<file path="src/rtl/sram_seq_pkg.sv">
package sram_seq_pkg;

    typedef enum logic [2:0] {
        ST_IDLE,
        ST_WADDR,
        ST_WDATA,
        ST_WSTB,
        ST_WHOLD,
        ST_RADDR,
        ST_RWAIT,
        ST_REND
    } seq_state_e;

    typedef struct packed {
        logic cs_n;
        logic oe_n;
        logic we_n;
        logic dq_oe;
        logic done;
    } strobe_t;

    function automatic int unsigned ceil_div(input int unsigned num, input int unsigned den);
        return (num + den - 1) / den;
    endfunction

    function automatic int unsigned at_least_one(input int unsigned v);
        return (v == 0) ? 1 : v;
    endfunction

    // Pin levels belonging to each phase of the sequence.
    function automatic strobe_t phase_pins(input seq_state_e s);
        strobe_t p;
        p = '{cs_n: 1'b1, oe_n: 1'b1, we_n: 1'b1, dq_oe: 1'b0, done: 1'b0};
        case (s)
            ST_WADDR: p.cs_n = 1'b0;
            ST_WDATA: begin p.cs_n = 1'b0; p.dq_oe = 1'b1; end
            ST_WSTB:  begin p.cs_n = 1'b0; p.dq_oe = 1'b1; p.we_n = 1'b0; end
            ST_WHOLD: begin p.cs_n = 1'b0; p.dq_oe = 1'b1; p.done = 1'b1; end
            ST_RADDR: p.cs_n = 1'b0;
            ST_RWAIT: begin p.cs_n = 1'b0; p.oe_n = 1'b0; end
            ST_REND:  begin p.cs_n = 1'b0; p.done = 1'b1; end
            default:  ;
        endcase
        return p;
    endfunction

endpackage

</file>
<file path="src/rtl/sram_seq_fsm.sv">
module sram_seq_fsm
    import sram_seq_pkg::*;
#(
    parameter int unsigned WE_CYCLES = 1,
    parameter int unsigned RD_WAIT   = 4
) (
    input  logic       clk,
    input  logic       rst,
    input  logic       req,
    input  logic       rd,
    output seq_state_e state_o,
    output logic       accept_o,
    output logic       capture_o
);
    localparam int unsigned MAXC  = (WE_CYCLES > RD_WAIT) ? WE_CYCLES : RD_WAIT;
    localparam int unsigned CNT_W = (MAXC > 1) ? $clog2(MAXC) : 1;

    seq_state_e        state_q, state_d;
    logic [CNT_W-1:0]  cnt_q;
    logic              cnt_zero;

    assign cnt_zero = (cnt_q == '0);

    always_comb begin
        state_d = state_q;
        case (state_q)
            ST_IDLE:  if (req) state_d = rd ? ST_RADDR : ST_WADDR;
            ST_WADDR: state_d = ST_WDATA;
            ST_WDATA: state_d = ST_WSTB;
            ST_WSTB:  if (cnt_zero) state_d = ST_WHOLD;
            ST_WHOLD: state_d = ST_IDLE;
            ST_RADDR: state_d = ST_RWAIT;
            ST_RWAIT: if (cnt_zero) state_d = ST_REND;
            ST_REND:  state_d = ST_IDLE;
            default:  state_d = ST_IDLE;
        endcase
    end

    always_ff @(posedge clk) begin
        if (rst) begin
            state_q <= ST_IDLE;
            cnt_q   <= '0;
        end else begin
            state_q <= state_d;
            if (state_q == ST_WDATA)
                cnt_q <= CNT_W'(WE_CYCLES - 1);
            else if (state_q == ST_RADDR)
                cnt_q <= CNT_W'(RD_WAIT - 1);
            else if (!cnt_zero && (state_q == ST_WSTB || state_q == ST_RWAIT))
                cnt_q <= cnt_q - 1'b1;
        end
    end

    assign state_o   = state_q;
    assign accept_o  = (state_q == ST_IDLE) && req;
    assign capture_o = (state_q == ST_RWAIT) && cnt_zero;

endmodule

</file>
<file path="src/rtl/sram_seq_regs.sv">
module sram_seq_regs #(
    parameter int unsigned ADDR_W = 16,
    parameter int unsigned DATA_W = 16
) (
    input  logic              clk,
    input  logic              rst,
    input  logic              accept,
    input  logic              capture,
    input  logic [ADDR_W-1:0] addr_in,
    input  logic [DATA_W-1:0] wdata_in,
    input  logic [DATA_W-1:0] dq_in,
    output logic [ADDR_W-1:0] addr_q,
    output logic [DATA_W-1:0] wdata_q,
    output logic [DATA_W-1:0] rdata_q
);
    always_ff @(posedge clk) begin
        if (rst) begin
            addr_q  <= '0;
            wdata_q <= '0;
            rdata_q <= '0;
        end else begin
            if (accept) begin
                addr_q  <= addr_in;
                wdata_q <= wdata_in;
            end
            if (capture)
                rdata_q <= dq_in;
        end
    end
endmodule

</file>
<file path="src/rtl/sram_bus_seq.sv">
module sram_bus_seq
    import sram_seq_pkg::*;
#(
    parameter int unsigned ADDR_W        = 16,
    parameter int unsigned DATA_W        = 16,
    parameter int unsigned CLK_PERIOD_PS = 20000,
    parameter int unsigned ACCESS_PS     = 65000,
    parameter int unsigned WE_CYCLES     = 1
) (
    input  logic              clk,
    input  logic              rst,
    input  logic              req,
    input  logic              rd,
    input  logic [ADDR_W-1:0] addr,
    input  logic [DATA_W-1:0] wdata,
    output logic              done,
    output logic [DATA_W-1:0] rdata,
    output logic [ADDR_W-1:0] mem_addr,
    output logic [DATA_W-1:0] mem_dq_out,
    output logic              mem_dq_oe,
    input  logic [DATA_W-1:0] mem_dq_in,
    output logic              mem_cs_n,
    output logic              mem_oe_n,
    output logic              mem_we_n
);
    localparam int unsigned RD_WAIT = at_least_one(ceil_div(ACCESS_PS, CLK_PERIOD_PS));
    localparam int unsigned WE_LEN  = at_least_one(WE_CYCLES);

    seq_state_e state;
    logic       accept, capture;
    strobe_t    pins;

    sram_seq_fsm #(.WE_CYCLES(WE_LEN), .RD_WAIT(RD_WAIT)) u_fsm (
        .clk      (clk),
        .rst      (rst),
        .req      (req),
        .rd       (rd),
        .state_o  (state),
        .accept_o (accept),
        .capture_o(capture)
    );

    sram_seq_regs #(.ADDR_W(ADDR_W), .DATA_W(DATA_W)) u_regs (
        .clk     (clk),
        .rst     (rst),
        .accept  (accept),
        .capture (capture),
        .addr_in (addr),
        .wdata_in(wdata),
        .dq_in   (mem_dq_in),
        .addr_q  (mem_addr),
        .wdata_q (mem_dq_out),
        .rdata_q (rdata)
    );

    assign pins      = phase_pins(state);
    assign mem_cs_n  = pins.cs_n;
    assign mem_oe_n  = pins.oe_n;
    assign mem_we_n  = pins.we_n;
    assign mem_dq_oe = pins.dq_oe;
    assign done      = pins.done;

endmodule

</file>
<file path="config.mk">
export PLATFORM = sky130hd
export DESIGN_NAME = sram_bus_seq
export DESIGN_NICKNAME = d
export VERILOG_FILES = /design/src/rtl/sram_seq_pkg.sv /design/src/rtl/sram_seq_fsm.sv /design/src/rtl/sram_seq_regs.sv /design/src/rtl/sram_bus_seq.sv
export SDC_FILE = /design/constraint.sdc
export NUM_CORES = 1
export LEC_CHECK = 0
export CAP_MARGIN = 5
export CORE_MARGIN = 2
export CORE_UTILIZATION = 40
export CTS_CLUSTER_SIZE = 24
export DETAILED_ROUTE_END_ITERATION = 6
export DONT_BUFFER_PORTS = 1
export GPL_TIMING_DRIVEN = 1
export MAX_ROUTING_LAYER = met4
export PLACE_DENSITY = 0.64
export SLEW_MARGIN = 20
export SYNTH_ARGS = -nofsm -noshare
export SYNTH_HDL_FRONTEND = slang
export SYNTH_SLANG_ARGS = --single-unit
export TNS_END_PERCENT = 1
</file>
<file path="constraint.sdc">
create_clock -name clk -period 2.68 [get_ports clk]
set_input_delay 0.268 -clock clk [delete_from_list [all_inputs] [get_ports clk]]
set_output_delay 0.268 -clock clk [all_outputs]
set_load 0.01 [all_outputs]
</file>
==> impl_results.md <==
* Status: completed
* Worst-skew pair later-pin latency at roughly 300 ps
* Seq/Total Area, Yosys at between 50% and 60%
* Int Power at ~0.0011 W
* Arr. time, crit path at between 2000 and 2500 ps
* Cell family with most CP delay: simple AND/OR/NAND/NOR gates
* Slew Limit Fails at 0
* Period utilization at approximately 69%
* Area of the multi-input gates at 848 um2
* Total Wirelength at between 4000 and 5000 um
* Finish-stage setup viols at 0
* Period minus WS final at between 1500 and 2000 ps
* First-pass GRT wire length at just over 6000 um
* ANT cells at 0
* Net Sw Power at approximately 0.00043 W
* Placed Instance Area at 2030 um2
* Crit path cell chain: nor3_2 -> and2_1 -> buf_4 -> nand2_1 -> a21oi_1
* Pin count of the biggest net entering global routing at 54
* Hold-fix buffers at CTS at 0
* Die footprint at 5700 um2
* Max Cap Viol at 0
* Initial Util at 40.8%
* Fin area at ~2100 um2
* Pwr Total at ~0.0015 W
* CTS Buf Count at 5
* Post-synth cell types at 30
* Initial antenna violation count at 0
* WP depth at 5
* Startpoint types: flop
* Clk slew on worst S/H paths at 90 ps
* Post-synth top cells: 99 x nand2_1, 53 x dfxtp_1, 52 x a21oi_1, 10 x clkbuf_1, 6 x nor2_1
* P_leak at slightly above 0.7 nW
* Register area at between 1000 and 1500 um2
* First-pass iteration count of the detailed router at 4
* GPL Wtd Cong at between 0.6 and 0.7
* Syn_nets at roughly 310
* Vias in the first global route at 1352
* CTS tree: yes
* Setup TNS at 0 ps
* Synth top area cells: dfxtp_1 52%, nand2_1 18%, a21oi_1 13%
* CP Buf/Inv Count at 1
* R2r setup slk at 840 ps
* Routed len/inst at about 13 um
* Critical Path Fanout Max at 24
* DR vias/cell at between 5 and 6
* RSZ-0062 raised after global routing: false
* Layout cells sized above 1 at 5.24%
* Ys Warns at 0
* GRT Util Overall at 14.4%
* Async set or reset register ratio after synthesis at 0%
* Average size of a mapped cell at a little under 8 um2
* Die width at around 75 um
* Buffers on Ports at 0
* Root buf cell: clkbuf_8
* Iter 0 DRT Violations at 64
* DRT antenna net count at 0
* Synthesis-to-layout area growth at 3.24%
* Nets at 300
* Worst endpoint required time at 2910 ps
* Final Skew at 3.44 ps
* Clock power frac at 28.0%
* Max-slew headroom at 63.6%
* Count leader, synth: nand2_1
* Switch share at between 20% and 30%
* FP Rows at 26
* Setup crit end kind: flop
* Comb power frac at between 10% and 20%
* Fill count at 527
* Final Util at between 40 and 50%
* Hold Crit Class: in -> reg
* F_max at 0.542 GHz
* Dpl hpwl at between 2000 and 3000 um
* Core area at 5010 um2
* Top FF cell, synth: dfxtp_1
* FF-to-FF path depth at 5
* Cells after Synth at about 260
* Yosys top cell by area: dfxtp_1
* Largest stage delay on the critical path at 460 ps
* Kind of critical path: reg -> reg
* WHS Path Cells at 1
* I/O pin total at ~110
* Slowest cell on crit path: dfxtp_1
* Mapped cell area at around 2000 um2
* Fin. Hold Viols at 0
* Power Density at 724 nW/um2
* Sequential power share at 60.1%
* # clock sinks at 53
* Max clock buf depth at 2
* Postcts setup bufs at 0
* Worst Tran Pin Value at 547 ps
* Yosys top cell area share at between 50% and 60%
* Number of synthesized flops with an enable pin at 0
* Die H at about 75 um
* Residual DRC count at 0
* VDD IR max at 249 uV
* H-Tree Depth at 2
* Hold WS at 29.3 ps
* Vias post-DR at approximately 1600
* Cts repair resizes at 0
* Synth Register Bits at 53
* Gr ovfl total at 0
layout by cell type (no fill, tap or decap), types with 2 or more instances in the layout:
cell,count
nor2_1,6
a21oi_1,52
nand2b_1,2
buf_4,2
nand2_1,99
clkbuf_8,5
inv_1,4
dfxtp_1,53
and3_1,2
clkbuf_1,2
nor3_1,2
flip-flops by register name, indices dropped and copies added, names as in the netlist:
name            cells
u_fsm.state_o       3
u_regs.addr_q      16
u_regs.wdata_q     16
u_regs.rdata_q     16
u_fsm.cnt_q         2
final cells by class:
type	count	area share (%)
clock buffer	7	3.62
sequential	53	50.3
tap	70	4.15
multi-input combinational	181	40.2
inverter	4	0.711
timing repair buffer	2	0.711
clock inverter	1	0.356
layer usage:
metal / up-vias / track usage, % / part of all wire [%]
li1: 812 / - / -
met1: 714 / 16.7 / 43
met5: - / - / 0
met2: 73 / 22.8 / 45
met4: 0 / 5.26 / 1.4
met3: 6 / 5.42 / 11
power groups by stage:
stage                     sequential, W  combinational, W  clock [W]
after floorplan                0.000912          0.000196          0
after global placement         0.000936          0.000178          0
after detailed placement       0.000937          0.000183          0
after global routing           0.000930          0.000208   0.000480
final                          0.000919          0.000180   0.000428
after CTS                      0.000919          0.000183   0.000452
final timing paths:
path                            from            endpoint
setup / recovery    u_fsm.state_o[2]  u_regs.wdata_q[13]
hold / removal                   rst   u_regs.addr_q[14]
setup reg to reg    u_fsm.state_o[2]  u_regs.wdata_q[13]
hold reg to reg   u_regs.wdata_q[14]  u_regs.wdata_q[14]
logic make-up (layout without fill, tap and decap cells):
kind of cell	after synthesis	in the layout	synth area share [%]
flops	53	53	51.9
fa+ha+maj	2	2	1.10
xor+xnor	1	1	0.428
mux	1	1	0.551
compound gates	60	60	16.0
simple gates	117	117	23.4
buf+inv	24	14	6.61
metrics by stage:
step	worst slack, ps	instances
after floorplan	1230	258
after global placement	873	310
after detailed placement	829	310
after CTS	815	318
after global routing	636	318
final	836	318
(Power assumes the default switching activity.)
